`src/rtl/pll_core_pkg.sv`:
```
package pll_core_pkg;

    typedef enum logic [1:0] {
        PD_IDLE = 2'd0,
        PD_UP   = 2'd1,
        PD_DN   = 2'd2
    } pd_state_t;

    typedef enum logic {
        LK_SEARCH = 1'b0,
        LK_LOCKED = 1'b1
    } lk_state_t;

    localparam logic [1:0] ADDR_REF_RATIO = 2'd0;
    localparam logic [1:0] ADDR_FB_RATIO  = 2'd1;
    localparam logic [1:0] ADDR_CTRL      = 2'd2;
    localparam logic [1:0] ADDR_STATUS    = 2'd3;

endpackage

```
`src/rtl/pll_ratio_div.sv`:
```
module pll_ratio_div #(
    parameter int RATIO_W = 12
) (
    input  logic               clk,
    input  logic               rst_n,
    input  logic               tick,
    input  logic [RATIO_W-1:0] ratio,
    output logic               pulse
);
    logic [RATIO_W-1:0] cnt;
    logic [RATIO_W-1:0] eff_ratio;
    logic               reload;

    assign reload    = tick && (cnt == '0);
    assign eff_ratio = (ratio == '0) ? RATIO_W'(1) : ratio;
    assign pulse     = reload;

    always_ff @(posedge clk or negedge rst_n) begin
        if (!rst_n) begin
            cnt <= '0;
        end else if (reload) begin
            cnt <= eff_ratio - 1'b1;
        end else if (tick) begin
            cnt <= cnt - 1'b1;
        end
    end

    // a part-way period counts down regardless of register writes
    a_r3_count_down: assert property (@(posedge clk) disable iff (!rst_n)
        (tick && cnt != '0) |=> (cnt == $past(cnt) - 1'b1));

    // without an event the count is frozen
    a_r3_hold_idle: assert property (@(posedge clk) disable iff (!rst_n)
        (!tick) |=> $stable(cnt));

endmodule

```
`src/rtl/pll_prescale2.sv`:
```
module pll_prescale2 (
    input  logic clk,
    input  logic rst_n,
    input  logic tick,
    output logic pulse
);
    logic phase;

    assign pulse = tick && !phase;

    always_ff @(posedge clk or negedge rst_n) begin
        if (!rst_n) begin
            phase <= 1'b0;
        end else if (tick) begin
            phase <= ~phase;
        end
    end

    // two successive prescaler outputs are never in adjacent events
    a_r2_halves: assert property (@(posedge clk) disable iff (!rst_n)
        pulse |=> !(tick && pulse));

endmodule

```
`src/rtl/pll_pfd.sv`:
```
module pll_pfd
    import pll_core_pkg::*;
#(
    parameter int WIDTH_W = 8
) (
    input  logic               clk,
    input  logic               rst_n,
    input  logic               ref_ev,
    input  logic               fb_ev,
    output logic               up,
    output logic               dn,
    output logic               done,
    output logic [WIDTH_W-1:0] width
);
    pd_state_t          state, state_nxt;
    logic [WIDTH_W-1:0] wcnt;

    always_comb begin
        state_nxt = state;
        unique case (state)
            PD_IDLE: begin
                if (ref_ev && !fb_ev)      state_nxt = PD_UP;  // ref-first
                else if (fb_ev && !ref_ev) state_nxt = PD_DN;  // fb-first
            end
            PD_UP:   if (fb_ev)  state_nxt = PD_IDLE;          // fb-arrives
            PD_DN:   if (ref_ev) state_nxt = PD_IDLE;          // ref-arrives
            default: state_nxt = PD_IDLE;
        endcase
    end

    always_ff @(posedge clk or negedge rst_n) begin
        if (!rst_n) begin
            state <= PD_IDLE;
            wcnt  <= '0;
        end else begin
            state <= state_nxt;
            if (state == PD_IDLE)      wcnt <= '0;
            else if (wcnt != '1)       wcnt <= wcnt + 1'b1;
        end
    end

    always_comb begin
        up    = (state == PD_UP);
        dn    = (state == PD_DN);
        width = wcnt;
        unique case (state)
            PD_IDLE: done = ref_ev && fb_ev;
            PD_UP:   done = fb_ev;
            PD_DN:   done = ref_ev;
            default: done = 1'b0;
        endcase
    end

    // requests are mutually exclusive
    a_r4_exclusive: assert property (@(posedge clk) disable iff (!rst_n)
        !(up && dn));

    // a lone reference event from idle raises up on the next cycle
    a_r4_ref_leads: assert property (@(posedge clk) disable iff (!rst_n)
        (!up && !dn && ref_ev && !fb_ev) |=> (up && !dn));

    // coincident events from idle raise nothing
    a_r4_coincident: assert property (@(posedge clk) disable iff (!rst_n)
        (!up && !dn && ref_ev && fb_ev) |=> (!up && !dn));

endmodule

```
`src/rtl/pll_lock_mon.sv`:
```
module pll_lock_mon
    import pll_core_pkg::*;
#(
    parameter int WIDTH_W     = 8,
    parameter int LOCK_CYCLES = 16
) (
    input  logic               clk,
    input  logic               rst_n,
    input  logic               done,
    input  logic [WIDTH_W-1:0] width,
    input  logic [WIDTH_W-1:0] thresh,
    output logic               locked,
    output logic               lost
);
    localparam int GC_W = (LOCK_CYCLES > 1) ? $clog2(LOCK_CYCLES) : 1;

    lk_state_t       state, state_nxt;
    logic [GC_W-1:0] good_cnt;
    logic            narrow;

    assign narrow = (width < thresh);

    always_comb begin
        state_nxt = state;
        unique case (state)
            LK_SEARCH: if (done && narrow && good_cnt == GC_W'(LOCK_CYCLES - 1))
                           state_nxt = LK_LOCKED;                 // streak-complete
            LK_LOCKED: if (done && !narrow) state_nxt = LK_SEARCH; // wide-pulse
            default:   state_nxt = LK_SEARCH;
        endcase
    end

    always_ff @(posedge clk or negedge rst_n) begin
        if (!rst_n) begin
            state    <= LK_SEARCH;
            good_cnt <= '0;
        end else begin
            state <= state_nxt;
            if (done) begin
                if (!narrow)                     good_cnt <= '0;
                else if (state == LK_SEARCH)     good_cnt <= good_cnt + 1'b1;
            end
        end
    end

    always_comb begin
        locked = (state == LK_LOCKED);
        lost   = (state == LK_LOCKED) && done && !narrow;
    end

    // lock is only gained on a comparison that closes
    a_r5_gain_on_compare: assert property (@(posedge clk) disable iff (!rst_n)
        $rose(locked) |-> $past(done));

endmodule

```
`src/rtl/pll_digital_core.sv`:
```
module pll_digital_core
    import pll_core_pkg::*;
#(
    parameter int RATIO_W     = 12,
    parameter int WIDTH_W     = 8,
    parameter int DATA_W      = 16,
    parameter int LOCK_CYCLES = 16,
    parameter bit PRESCALE    = 1'b1
) (
    input  logic              clk,
    input  logic              rst_n,
    input  logic              ref_tick,
    input  logic              vco_tick,
    input  logic              wr_en,
    input  logic [1:0]        wr_addr,
    input  logic [DATA_W-1:0] wr_data,
    input  logic [1:0]        rd_addr,
    output logic [DATA_W-1:0] rd_data,
    output logic              pd_up,
    output logic              pd_dn,
    output logic              locked,
    output logic              irq
);
    localparam logic [WIDTH_W-1:0] THRESH_RST = WIDTH_W'(4);

    logic [RATIO_W-1:0] ref_ratio, fb_ratio;
    logic [WIDTH_W-1:0] thresh;
    logic               irq_en, flag, clr_req;
    logic               ref_ev, fb_in, fb_ev, cmp_done, lost;
    logic [WIDTH_W-1:0] cmp_width;
    logic               unused_wr_bits;

    assign unused_wr_bits = ^wr_data[DATA_W-1:RATIO_W];
    assign clr_req        = wr_en && (wr_addr == ADDR_STATUS) && wr_data[1];

    always_ff @(posedge clk or negedge rst_n) begin
        if (!rst_n) begin
            ref_ratio <= RATIO_W'(1);
            fb_ratio  <= RATIO_W'(1);
            thresh    <= THRESH_RST;
            irq_en    <= 1'b0;
            flag      <= 1'b0;
        end else begin
            if (wr_en && wr_addr == ADDR_REF_RATIO) ref_ratio <= wr_data[RATIO_W-1:0];
            if (wr_en && wr_addr == ADDR_FB_RATIO)  fb_ratio  <= wr_data[RATIO_W-1:0];
            if (wr_en && wr_addr == ADDR_CTRL) begin
                thresh <= wr_data[WIDTH_W-1:0];
                irq_en <= wr_data[WIDTH_W];
            end
            if (lost)         flag <= 1'b1;
            else if (clr_req) flag <= 1'b0;
        end
    end

    always_comb begin
        unique case (rd_addr)
            ADDR_REF_RATIO: rd_data = DATA_W'(ref_ratio);
            ADDR_FB_RATIO:  rd_data = DATA_W'(fb_ratio);
            ADDR_CTRL:      rd_data = DATA_W'({irq_en, thresh});
            default:        rd_data = DATA_W'({flag, locked});
        endcase
        irq = flag && irq_en;
    end

    generate
        if (PRESCALE) begin : g_prescale
            pll_prescale2 i_pre (
                .clk(clk), .rst_n(rst_n), .tick(vco_tick), .pulse(fb_in)
            );
        end else begin : g_direct
            assign fb_in = vco_tick;
        end
    endgenerate

    pll_ratio_div #(.RATIO_W(RATIO_W)) i_ref_div (
        .clk(clk), .rst_n(rst_n), .tick(ref_tick), .ratio(ref_ratio), .pulse(ref_ev)
    );

    pll_ratio_div #(.RATIO_W(RATIO_W)) i_fb_div (
        .clk(clk), .rst_n(rst_n), .tick(fb_in), .ratio(fb_ratio), .pulse(fb_ev)
    );

    pll_pfd #(.WIDTH_W(WIDTH_W)) i_pfd (
        .clk(clk), .rst_n(rst_n), .ref_ev(ref_ev), .fb_ev(fb_ev),
        .up(pd_up), .dn(pd_dn), .done(cmp_done), .width(cmp_width)
    );

    pll_lock_mon #(.WIDTH_W(WIDTH_W), .LOCK_CYCLES(LOCK_CYCLES)) i_lock (
        .clk(clk), .rst_n(rst_n), .done(cmp_done), .width(cmp_width),
        .thresh(thresh), .locked(locked), .lost(lost)
    );

    // a clear in the same cycle as a loss leaves the flag set
    a_r7_set_wins: assert property (@(posedge clk) disable iff (!rst_n)
        (lost && clr_req) |=> flag);

    // the flag only rises out of a locked state
    a_r7_rise_from_lock: assert property (@(posedge clk) disable iff (!rst_n)
        $rose(flag) |-> $past(locked));

endmodule

```
`config.mk`:
```
export PLATFORM = sky130hd
export DESIGN_NAME = pll_digital_core
export DESIGN_NICKNAME = d
export VERILOG_FILES = /design/src/rtl/pll_core_pkg.sv /design/src/rtl/pll_ratio_div.sv /design/src/rtl/pll_prescale2.sv /design/src/rtl/pll_pfd.sv /design/src/rtl/pll_lock_mon.sv /design/src/rtl/pll_digital_core.sv
export SDC_FILE = /design/constraint.sdc
export NUM_CORES = 1
export LEC_CHECK = 0
export BUFFER_PORTS_ARGS = -buffer_cell sky130_fd_sc_hd__buf_2
export CORE_MARGIN = 2
export CORE_UTILIZATION = 55
export DETAILED_ROUTE_END_ITERATION = 10
export PLACE_DENSITY = 0.71
export SYNTH_ARGS = -nofsm -noshare
export SYNTH_HDL_FRONTEND = slang
export SYNTH_SLANG_ARGS = --single-unit
```
`constraint.sdc`:
```
create_clock -name clk -period 4.1 [get_ports clk]
set_clock_uncertainty 0.1 [all_clocks]
set_input_delay 0.41 -clock clk [delete_from_list [all_inputs] [get_ports clk]]
set_output_delay 0.41 -clock clk [all_outputs]
set_load 0.005 [all_outputs]
```
; After elaboration in Yosys (flattened, before gate mapping)
; Index checks and enable logic that the tools add are counted.
[word_totals]
output_inout_bits = 20
regBits = 74
memories = 0
mem_bits_ro = 0
ram_bits = 0
latchBits = 0
[classes]
order_cmp = 1
bitwise = 2
muxes = 22
n_shift = 0
eq_ne = 13
n_reduce_logical = 34
addsub = 6
div_mod_pow = 0
mul = 0
[op_table]
columns = operator, n
row1 = $mux 12, 6
row2 = $logic_not 12->1, 4
row3 = $sub 12x1->12 const B, 4
row4 = $pmux 12 s3, 1
row5 = $logic_and 1x1->1, 17
row6 = $mux 8, 2
row7 = $add 8x1->8 const B, 1
row8 = $eq 2x2->1 const B, 4
row9 = $lt 8x8->1, 1
row10 = $mux 2, 4
row11 = $mux 4, 2
row12 = $ne 8x8->1 const B, 1
row13 = $reduce_bool 2->1, 4
row14 = $eq 2x1->1 const B, 3
row15 = $logic_not 2->1, 3
row16 = $pmux 2 s3, 1
row17 = $add 4x1->4 const B, 1
row18 = $eq 4x4->1 const B, 1
row19 = $logic_not 1->1, 4
row20 = $mux 1, 4
row21 = $ne 2x1->1 const B, 2
row22 = $ne 3x1->1 const B, 1
row23 = $pmux 1 s3, 1
row24 = $reduce_and 3->1, 1
row25 = other kinds (4), 5

; Longest topological paths before layout
; Gate-level depths: netlist of the first run.
[depth]
ltp_word = 9
mapped_depth = 12
depth_no_buf = 12

; Modules after synthesis
; A second synthesis of the first run with hierarchy kept.
[unflattened]
cells_unflattened = 449
area_unflattened_um2 = 4623.2
[modules_own_cells]
columns = module, area_each_um2, cells_each, instances
row1 = pll_ratio_div, 999.7, 118, 2
row2 = pll_digital_core, 1564.0, 106, 1
row3 = pll_pfd, 510.5, 49, 1
row4 = pll_lock_mon, 506.7, 55, 1
row5 = pll_prescale2, 42.5, 3, 1

; Worst setup path after synthesis of the first run
; Ideal clock, no wire load.
[synth_path]
kind = input port to flip-flop
startpoint = in ref_tick
endpoint = reg i_ref_div.cnt[8]
t_arrival_ps = 2770
slack_ps = 1083
stages = 12
t_required_ps = 3854
setup_ps = 146
cell_sequence = buf_2 -> or4b_1 -> buf_2 -> nor4_4 -> clkbuf_1 -> a21oi_1 -> ha_1 -> and3_1 -> o41ai_1 -> nor2b_1 -> a211oi_1 -> a311oi_1
[synth_via]
elab_chain_len = 2
elab_cells_between_ends = 3
cone_classes = 1 x mux / 2 x reduce/logical
[synth_lines]
columns = element, line
row1 = start: declaration, pll_digital_core.sv:12  ; input logic ref_tick,
row2 = $logic_and 1x1->1, pll_ratio_div.sv:14  ; assign reload = tick && (cnt == '0);
row3 = $mux 12 / $reduce_bool 2->1 (equally long branches), --
row4 = end signal: assignment, pll_ratio_div.sv:22  ; cnt <= eff_ratio - 1'b1;
row5 = end signal: assignment, pll_ratio_div.sv:24  ; cnt <= cnt - 1'b1;
row6 = end: declaration, pll_ratio_div.sv:10  ; logic [RATIO_W-1:0] cnt;
; Parallel ways exist; a longest one is shown, timed or not.
; A chain may end at the register's enable or synchronous reset.

; Final worst setup path of the first run
[layout_path]
startpoint = reg i_fb_div.cnt[4]
endpoint = reg i_fb_div.cnt[6]
[layout_via]
elab_chain_len = 3
elab_cells_between_ends = 6
cone_classes = 1 x add/sub / 2 x mux / 3 x reduce/logical
[layout_lines]
columns = element, line
row1 = start: declaration, pll_ratio_div.sv:10
row2 = start signal: assignment, pll_ratio_div.sv:22
row3 = start signal: assignment, pll_ratio_div.sv:24
row4 = $sub 12x1->12 / $logic_not 12->1 (equally long branches), "pll_ratio_div.sv:24, pll_ratio_div.sv:14"
row5 = $mux 12 / $logic_and 1x1->1 (equally long branches), "pll_ratio_div.sv:23, pll_ratio_div.sv:14"
row6 = $mux 12 / $reduce_bool 2->1 (equally long branches), --
; Parallel ways exist; a longest one is shown, timed or not. The select of a mux whose other input is x is not followed.

==> results of run 1 <==
==> logic make-up (layout without fill, tap and decap cells) <==
logic type	after synthesis	count (layout)
AO/OA/AOI/OAI	109	109
XOR/XNOR	6	6
adder cells (fa/ha/maj)	11	11
buffers and inverters	40	75
flip-flops	74	74
multiplexers	53	53
other	1	4
AND/OR/NAND/NOR	150	150
==> power by group through the flow <==
stage | Sequential, mW | Combinational, mW | Clock [mW]
floorplan | 1.08 | 0.553 | 0
global placement | 1.16 | 0.662 | 0
detailed placement | 1.17 | 0.687 | 0
CTS | 1.16 | 0.690 | 0.637
global route | 1.20 | 0.778 | 0.668
finish | 1.16 | 0.687 | 0.621
==> placed cells by master (no fill, tap or decap), drive strengths merged, types with 11 or more instances in the layout <==
cell	instances
dfrtp	71
nor2	40
buf	40
mux2	36
nand2	31
o21ai	31
a21oi	24
inv	19
mux2i	15
clkbuf	13
ha	11
==> synth_stat cells (9+ instances only) <==
library cell and n:
ha_1 11, nand4_1 9, inv_1 19, nand3_1 10, nand2_1 31, o21ai_0 31, clkbuf_1 11, nor3_1 9
mux2i_1 15, dfrtp_1 71, mux2_2 36, or3_1 10, nor2_1 40, a21oi_1 24
==> layout make-up <==
class | instances | area share [%]
clock buffer | 13 | 3.73
clock inverter | 3 | 0.940
inverter | 19 | 1.49
multi-input combinational | 333 | 48.0
sequential | 74 | 38.7
tap | 102 | 2.66
timing repair buffer | 40 | 4.44
==> worst max-delay path by stage <==
stage                     slack, ns                          from  cells past startpoint                            to
final                          0.84   i_fb_div.cnt[4]$_DFFE_PN0P_                     11   i_fb_div.cnt[6]$_DFFE_PN0P_
after floorplan                1.08                      ref_tick                     12  i_ref_div.cnt[8]$_DFFE_PN0P_
after detailed placement       0.66                      ref_tick                     12  i_ref_div.cnt[8]$_DFFE_PN0P_
after global routing           0.55       fb_ratio[7]$_DFFE_PN0P_                     12   i_fb_div.cnt[6]$_DFFE_PN0P_
after CTS                      0.89  i_ref_div.cnt[7]$_DFFE_PN0P_                     11  i_ref_div.cnt[8]$_DFFE_PN0P_
after global placement         0.72                      ref_tick                     12  i_ref_div.cnt[8]$_DFFE_PN0P_
==> per-layer routing <==
metal  vias up  global-route usage [%]  routed length [um]  share of wire, %
met4         0                    9.08                 176               1.8
met2       108                    42.2                4970                49
met3        14                    4.23                 436               4.3
met5         -                       0                   0                 0
met1      1810                    32.2                4460                44
li1       1702                       -                   -                 -
==> state kept, by name (all words and copies together), names as in the netlist <==
| register | flops |
|---|---|
| fb_ratio | 12 |
| i_fb_div.cnt | 12 |
| i_ref_div.cnt | 12 |
| ref_ratio | 12 |
| i_pfd.width | 8 |
| thresh | 8 |
| i_lock.good_cnt | 4 |
| i_pfd.state | 2 |
| flag | 1 |
| g_prescale.i_pre.phase | 1 |
| i_lock.locked | 1 |
| irq_en | 1 |
==> through the flow <==
| step | std cells | setup slack (ns) | area [um^2] | power [mW] | hold slack (ns) |
|---|---|---|---|---|---|
| after detailed placement | 568 | 0.660 | 4570 | 1.86 | 0.383 |
| final | 584 | 0.838 | 4790 | 2.47 | 0.103 |
| after CTS | 584 | 0.892 | 4790 | 2.48 | 0.137 |
| after global routing | 584 | 0.554 | 4790 | 2.64 | 0.160 |
| after global placement | 568 | 0.725 | 4570 | 1.82 | 0.371 |
| after floorplan | 447 | 1.08 | 4320 | 1.63 | 0.0144 |
==> worst max-delay path, delay by kind of cell, from the launching register on <==
family / cells / cell delay, ns
flops: 1 / 0.47
simple gates: 7 / 1.96
compound gates: 2 / 0.21
mux: 1 / 0.18
fa+ha+maj: 1 / 0.23
==> run_results.csv, run 1 <==
group,metric,value,unit
run_status,status,"completed",
synthesis,yosys_warnings,0,
global_routing,grt_pass1_vias,3485,
route,drt_iter0_markers,183,
power_and_ir_drop,p_leak,2.09,nW
power_and_ir_drop,p_sw_share,35.5,%
placement,gp_congestion,0.915,
finish,multi_input_area,2300,um^2
placement,dpl.hpwl,7230,um
power_and_ir_drop,p_sw,0.877,mW
timing,worst_pin_slew,0.979,ns
power_and_ir_drop,p_clk_share,25.1,%
synthesis,synth.area.top_cells,"dfrtp_1 41%, mux2_2 9.4%, o21ai_0 3.6%, mux2i_1 3.5%, nor2_1 3.5%",
worst_setup_path,crit_chain,"nor4_1 > nand4_1 > nor2_1 > nor2_1 > ha_1 > nor3b_1 > nand2_1 > o21bai_1 > or3_1 > mux2i_1 > o21ai_0",
global_routing,grt_max_degree,75,
cts,cts.reportedPaths.clkPinSlew,0.08,ns
synthesis,synth-edff-count,0,
global_routing,grt.overflow.total,0,
timing,clock.fmax,307,MHz
cts,h-tree-depth,3,
die,start_util,56.3,%
worst_setup_path,cp.arrival,3.38,ns
cts,clk_latency,0.35,ns
cts,postCtsSetupRepairBufs,0,
synthesis,ys_seq_elements,74,
route,vias,3634,
worst_setup_path,worstPathMaxFanout,9,
finish,drive_gt1_share,22.2,%
power_and_ir_drop,seq_power_share,47.1,%
global_routing,grt_use_total,24.9,%
synthesis,synth-simple-area-share,18.0,%
synthesis,syn_area_per_cell,9.71,um^2
cts,cts_tree,"yes",
die,core_region_area,7650,um^2
power_and_ir_drop,vdd_drop_max,317,uV
cts,hold_buffers,0,
worst_setup_path,start_kind,"flip-flop",
worst_setup_path,r2r-end,"i_fb_div.cnt[6]$_DFFE_PN0P_",
worst_setup_path,ff2ff_setup_slack,0.84,ns
die,die-area,8560,um^2
power_and_ir_drop,p_comb_share,27.8,%
route,vias_per_cell,6.22,
die,io_pins,45,
synthesis,synth.largest_area_cell,"dfrtp_1",
die,row_count,32,
worst_setup_path,slowest_stage,"nor4_1",
cts,cts_root_buf,"clkbuf_8",
finish,antenna_cells,0,
cts,numCtsBuffers,9,
cts,clkSinkCount,74,
synthesis,async_reset_ff_share,100,%
synthesis,synth_top_family_by_area,"simple AND/OR/NAND/NOR gates",
finish,utilization,62.7,%
route,wl_per_cell,17.2,um
flow_run,drv_cap,0,
placement,io_buffers,36,
finish,regArea,1860,um^2
route,wirelength,10000,um
worst_setup_path,reg2reg_depth,11,
power_and_ir_drop,internal_power,1.60,mW
cts,cts_resized,0,
synthesis,ys.flop_type,"dfrtp_1",
route,drcViolationCount,0,
die,die_x,92.5,um
finish,fin_nets,513,
worst_setup_path,critPathMostFrequentCell,"nor2_1",
die,die_h,92.5,um
worst_setup_path,cp.required,4.22,ns
synthesis,synth-compound-area-share,16.6,%
timing,drv_slew,0,
synthesis,synth_xor_area_share,1.22,%
timing,finalCritPeriodShare,79.6,%
route,drtPass1Iterations,4,
timing,rsz0062_at_grt,"no",
timing,finalSetupViolCount,0,
synthesis,yosysSeqAreaShare,43.1,%
timing,setup_tns,0,ns
synthesis,synthMuxAreaShare,13.9,%
synthesis,synthDominantCellAreaShare,41.2,%
timing,final_hold_viol_count,0,
timing,slew_headroom,34.4,%
cts,clockBufferDepth,2,
worst_hold_path,worstHoldPathType,"primary input to asynchronous set/reset pin",
synthesis,yosysUniqueCellTypes,56,
worst_setup_path,crit_type,"flip-flop to flip-flop",
global_routing,grt_pass1_wl,16800,um
worst_setup_path,critPathMaxStageDelay,0.82,ns
worst_setup_path,end_kind,"flip-flop",
synthesis,synthAdderAreaFrac,3.19,%
finish,nFillCells,660,
route,ant_nets,0,
timing,fin_crit,3.26,ns
synthesis,syn_area,4310,um^2
worst_setup_path,timing.rr.start,"i_fb_div.cnt[4]$_DFFE_PN0P_",
finish,area_delta_synth_final,11.2,%
synthesis,netlist_instances,444,
global_routing,antenna_found_initial,0,
power_and_ir_drop,power.density,516,nW/um^2
(Power assumes the default switching activity.)
==> run 2, diff against run 1 <==
clock period = 3.4 ns   (was 4.1 ns; I/O delays follow)
==> run 2 against run 1 <==
Flip-flop and latch count unchanged. Combinational power increased by 27%. Sequential power increased by 20%. Die area unchanged. Global-route usage increased by 1.1 points. Via count decreased by 1.1%. Setup slack got worse by 0.55 ns. Non-clock buffer count increased by 8. Critical path depth decreased by 1. Design area increased by 2.0%. Critical path type unchanged. Critical endpoint is now i_ref_div.cnt[8]$_DFFE_PN0P_. Largest cell class unchanged. Highest routed layer unchanged.
==> run_results.csv, run 2 (synthesized netlist as in run 1, its figures left out) <==
group,metric,value,unit
run_status,status,"completed",
finish,drive_gt1_share,23.5,%
worst_setup_path,r2r-end,"i_ref_div.cnt[8]$_DFFE_PN0P_",
finish,stdcell_count,592,
timing,fin_ws,0.285,ns
worst_setup_path,ff2ff_setup_slack,0.29,ns
cts,cts_tree,"yes",
placement,io_buffers,36,
route,wl_per_cell,17.4,um
timing,rsz0062_at_grt,"no",
cts,cts.reportedPaths.clkPinSlew,0.08,ns
timing,whs,0.0285,ns
timing,drv_slew,0,
worst_setup_path,timing.rr.start,"ref_ratio[9]$_DFFE_PN0P_",
route,drcViolationCount,0,
worst_setup_path,cp.arrival,3.24,ns
power_and_ir_drop,vdd_drop_max,348,uV
cts,clockBufferDepth,2,
timing,fin_crit,3.11,ns
timing,finalSetupViolCount,0,
finish,antenna_cells,0,
timing,final_hold_viol_count,0,
route,drt_iter0_markers,273,
worst_setup_path,end_kind,"flip-flop",
timing,worst_pin_slew,1.02,ns
cts,clkSinkCount,74,
finish,layout_common_cells,"71 x dfrtp_1, 40 x nor2_1, 36 x mux2_2, 35 x buf_2",
finish,area_delta_synth_final,13.4,%
worst_setup_path,reg2reg_depth,10,
die,start_util,56.3,%
flow_run,drv_cap,0,
cts,h-tree-depth,3,
route,vias_per_cell,6.07,
worst_setup_path,cp.required,3.52,ns
placement,dpl-instance-area,4630,um^2
finish,final_common_cell,"dfrtp_1",
placement,gp_congestion,0.909,
global_routing,antenna_found_initial,0,
placement,dp.cells,576,
timing,setup_tns,0,ns
timing,clock.fmax,321,MHz
die,core_region_area,7650,um^2
cts,clk_latency,0.35,ns
cts,hold_buffers,0,
cts,cts_root_buf,"clkbuf_8",
worst_hold_path,worstHoldPathType,"primary input to asynchronous set/reset pin",
die,io_pins,45,
worst_setup_path,worstPathMaxFanout,6,
placement,dpl.hpwl,7530,um
die,row_count,32,
finish,nFillCells,631,
cts,numCtsBuffers,9,
global_routing,grt_pass1_vias,3557,
die,die_h,92.5,um
timing,slew_headroom,31.6,%
route,ant_nets,0,
worst_setup_path,start_kind,"flip-flop",
cts,postCtsSetupRepairBufs,0,
power_and_ir_drop,p_leak,2.15,nW
global_routing,grt_max_degree,75,
global_routing,grt_use_total,26.0,%
route,wirelength,10300,um
die,die-area,8560,um^2
global_routing,grt_pass1_wl,17500,um
timing,finalCritPeriodShare,91.6,%
power_and_ir_drop,p_total,3.13,mW
finish,utilization,63.9,%
route,drtPass1Iterations,6,
worst_setup_path,crit_type,"flip-flop to flip-flop",
placement,dp_slack,0.274,ns
power_and_ir_drop,power.density,640,nW/um^2
die,die_x,92.5,um
finish,fin_nets,521,
global_routing,grt.overflow.total,0,
finish,post-route-cell-area,4890,um^2
route,vias,3595,
run 2: report_power, final:
group	switching, mW	internal, mW	total, mW
registers	0.279	1.11	1.39
logic	0.458	0.417	0.875
clock network	0.335	0.528	0.863
run 2: layout make-up:
| type | count | area [um^2] | area share [%] |
|---|---|---|---|
| multi-input combinational | 333 | 2310 | 47.2 |
| sequential | 74 | 1860 | 38.0 |
| timing repair buffer | 48 | 273 | 5.58 |
| clock buffer | 12 | 155 | 3.18 |
| tap | 102 | 128 | 2.61 |
| clock inverter | 4 | 97.6 | 2.00 |
| inverter | 19 | 71.3 | 1.46 |
run 2: how the worst max path moves through the flow:
stage / from / cells after the start / slack (ns) / end
2_1_floorplan: ref_tick / 12 / 0.45 / i_ref_div.cnt[8]$_DFFE_PN0P_
3_3_place_gp: ref_ratio[9]$_DFFE_PN0P_ / 10 / 0.34 / i_ref_div.cnt[8]$_DFFE_PN0P_
3_5_place_dp: fb_ratio[8]$_DFFE_PN0P_ / 12 / 0.27 / i_fb_div.cnt[6]$_DFFE_PN0P_
4_1_cts: fb_ratio[8]$_DFFE_PN0P_ / 12 / 0.25 / i_fb_div.cnt[6]$_DFFE_PN0P_
5_1_grt: ref_ratio[5]$_DFFE_PN0P_ / 10 / 0.06 / i_ref_div.cnt[8]$_DFFE_PN0P_
6_report: ref_ratio[9]$_DFFE_PN0P_ / 10 / 0.29 / i_ref_div.cnt[8]$_DFFE_PN0P_
run 2: critical path, cell delays in order (launching register included):
cell	delay [ns]
dfrtp_1	0.45
or4_1	0.56
or3_1	0.45
o41ai_1	0.24
o21ai_0	0.16
ha_1	0.28
and3_1	0.19
o41ai_1	0.11
nor2b_1	0.13
a211oi_1	0.24
a311oi_1	0.07
run 2: layer usage:
metal  vias up  track usage [%]  routed length [um]
met5         -                0                   0
met3        18             3.74                 454
li1       1723                -                   -
met2        90             44.0                5060
met4         0             10.1                 204
met1      1764             33.8                4590
run 2: what timing repair did:
item | in CTS | in global routing
endpoints found under the hold margin | 0 | 0
gates resized for setup | 0 | 1
setup endpoints to repair | 0 | 1
==> run 3, diff against run 2 <==
CORE_UTILIZATION = 33   (was 55)
PLACE_DENSITY = 0.46   (was 0.71)
==> run 3 against run 2 <==
Flip-flop and latch count stayed put. First-iteration DRC count is 41% lower. Sequential power about the same. Clock power rose by 11%. Design area rose by 3.7%. Total power grew 4.3%. Fmax grew 0.45%. Hold slack better by 0.025 ns. Final cell count grew 13%. Via count is 0.89% lower. Clock-buffer cell count is 1 lower. Utilization fell by 24 points. Critical path type unchanged.
==> run_results.csv, run 3 (synthesized netlist as in run 1, its figures left out) <==
group,metric,value,unit
worst_setup_path,critPathMaxStageDelay,0.67,ns
cts,cts_resized,0,
route,vias_per_cell,5.33,
worst_hold_path,worstHoldPathType,"primary input to asynchronous set/reset pin",
finish,drive_gt1_share,24.3,%
cts,clk_latency,0.34,ns
timing,drv_slew,0,
global_routing,grt_use_total,17.0,%
route,wl_per_cell,17.0,um
timing,fin_crit,3.10,ns
die,row_count,41,
route,drt_iter0_markers,161,
worst_setup_path,cp.required,3.54,ns
finish,regArea,1860,um^2
worst_setup_path,slowest_stage,"or4b_1",
die,start_util,34.0,%
cts,hold_buffers,0,
worst_setup_path,start_kind,"flip-flop",
cts,clockBufferDepth,2,
finish,area_delta_synth_final,17.5,%
cts,h-tree-depth,3,
power_and_ir_drop,power.density,644,nW/um^2
timing,rsz0062_at_grt,"no",
cts,cts_root_buf,"clkbuf_16",
finish,nFillCells,1292,
die,io_pins,45,
cts,numCtsBuffers,9,
worst_setup_path,critPathMostFrequentCell,"o41ai_1",
die,die_x,118,um
cts,cts.reportedPaths.clkPinSlew,0.06,ns
worst_setup_path,worstPathMaxFanout,6,
flow_run,drv_cap,0,
worst_setup_path,end_kind,"flip-flop",
cts,cts_tree,"yes",
die,die-area,14000,um^2
finish,layout_common_cells,"71 x dfrtp_1, 40 x nor2_1, 36 x mux2_2, 35 x buf_2",
run_status,status,"completed",
timing,clock.fmax,323,MHz
cts,postCtsSetupRepairBufs,0,
die,core_region_area,12700,um^2
route,vias,3563,
cts,clkSinkCount,74,
route,wirelength,11400,um
finish,fin_nets,528,
global_routing,antenna_found_initial,0,
route,drtPass1Iterations,4,
worst_setup_path,crit_type,"flip-flop to flip-flop",
timing,slew_headroom,25.8,%
finish,stdcell_count,669,
power_and_ir_drop,vdd_drop_max,324,uV
timing,final_hold_viol_count,0,
finish,utilization,40.0,%
timing,setup_tns,0,ns
timing,finalCritPeriodShare,91.2,%
power_and_ir_drop,p_leak,2.21,nW
global_routing,grt_pass1_wl,18800,um
worst_setup_path,cp.arrival,3.24,ns
route,ant_nets,0,
timing,whs,0.0535,ns
timing,finalSetupViolCount,0,
global_routing,grt.overflow.total,0,
global_routing,grt_pass1_vias,3508,
placement,dp.cells,653,
placement,io_buffers,36,
timing,worst_pin_slew,1.11,ns
finish,multi_input_area,2300,um^2
worst_setup_path,crit_chain,"or4b_1 > nor4_4 > o41ai_1 > o21ai_0 > ha_1 > and3_1 > o41ai_1 > nor2b_1 > a211oi_1 > a311oi_1",
finish,final_common_cell,"dfrtp_1",
finish,antenna_cells,0,
placement,dpl.hpwl,8440,um
route,drcViolationCount,0,
global_routing,grt_max_degree,75,
placement,gp_congestion,0.835,
die,die_h,118,um
[run 3: power by group]
group	total [mW]	switching, mW	internal [mW]
sequential	1.38	0.266	1.11
clock	0.958	0.373	0.586
combinational	0.926	0.487	0.440
[run 3: path summary, 6_finish.rpt]
check	start	endpoint	slack, ns	cells after the start
hold reg to reg	g_prescale.i_pre.phase$_DFFE_PN0P_	g_prescale.i_pre.phase$_DFFE_PN0P_	0.39	1
hold / removal	rst_n	i_pfd.width[2]$_DFFE_PN0P_	0.05	1
min in group clk	vco_tick	g_prescale.i_pre.phase$_DFFE_PN0P_	0.10	2
max in group asynchronous	rst_n	ref_ratio[10]$_DFFE_PN0P_	2.49	1
setup reg to reg	i_ref_div.cnt[7]$_DFFE_PN0P_	i_ref_div.cnt[8]$_DFFE_PN0P_	0.30	10
setup / recovery	i_ref_div.cnt[7]$_DFFE_PN0P_	i_ref_div.cnt[8]$_DFFE_PN0P_	0.30	10
[run 3: cell type report]
| type | count | share of cell area [%] |
|---|---|---|
| multi-input combinational | 333 | 45.4 |
| sequential | 74 | 36.6 |
| timing repair buffer | 55 | 6.42 |
| clock buffer | 11 | 4.79 |
| tap | 172 | 4.25 |
| inverter | 19 | 1.41 |
| clock inverter | 5 | 1.06 |
[run 3: through the flow]
step / worst slack, ns / power [mW] / area, um^2
after global placement: 0.339 / 2.29 / 4770
final: 0.299 / 3.26 / 5060
after global routing: 0.0725 / 3.49 / 5060
after CTS: 0.300 / 3.30 / 5060
after detailed placement: 0.320 / 2.32 / 4770
after floorplan: 0.453 / 1.97 / 4320
[run 3: metal layers]
metal	global-route usage, %	vias to the layer above	part of all wire, %
met5	0	-	0
met4	4.37	0	1.1
met3	4.25	11	4.2
met2	27.3	69	48
met1	23.0	1753	47
li1	-	1730	-
[run 3: critical path: cells and delay by family (launching register included)]
family,cells,cell delay [ns]
and+or+nand+nor,4,1.45
AOI/OAI and AO/OA,5,0.84
adders and majority gates,1,0.21
DFF,1,0.40
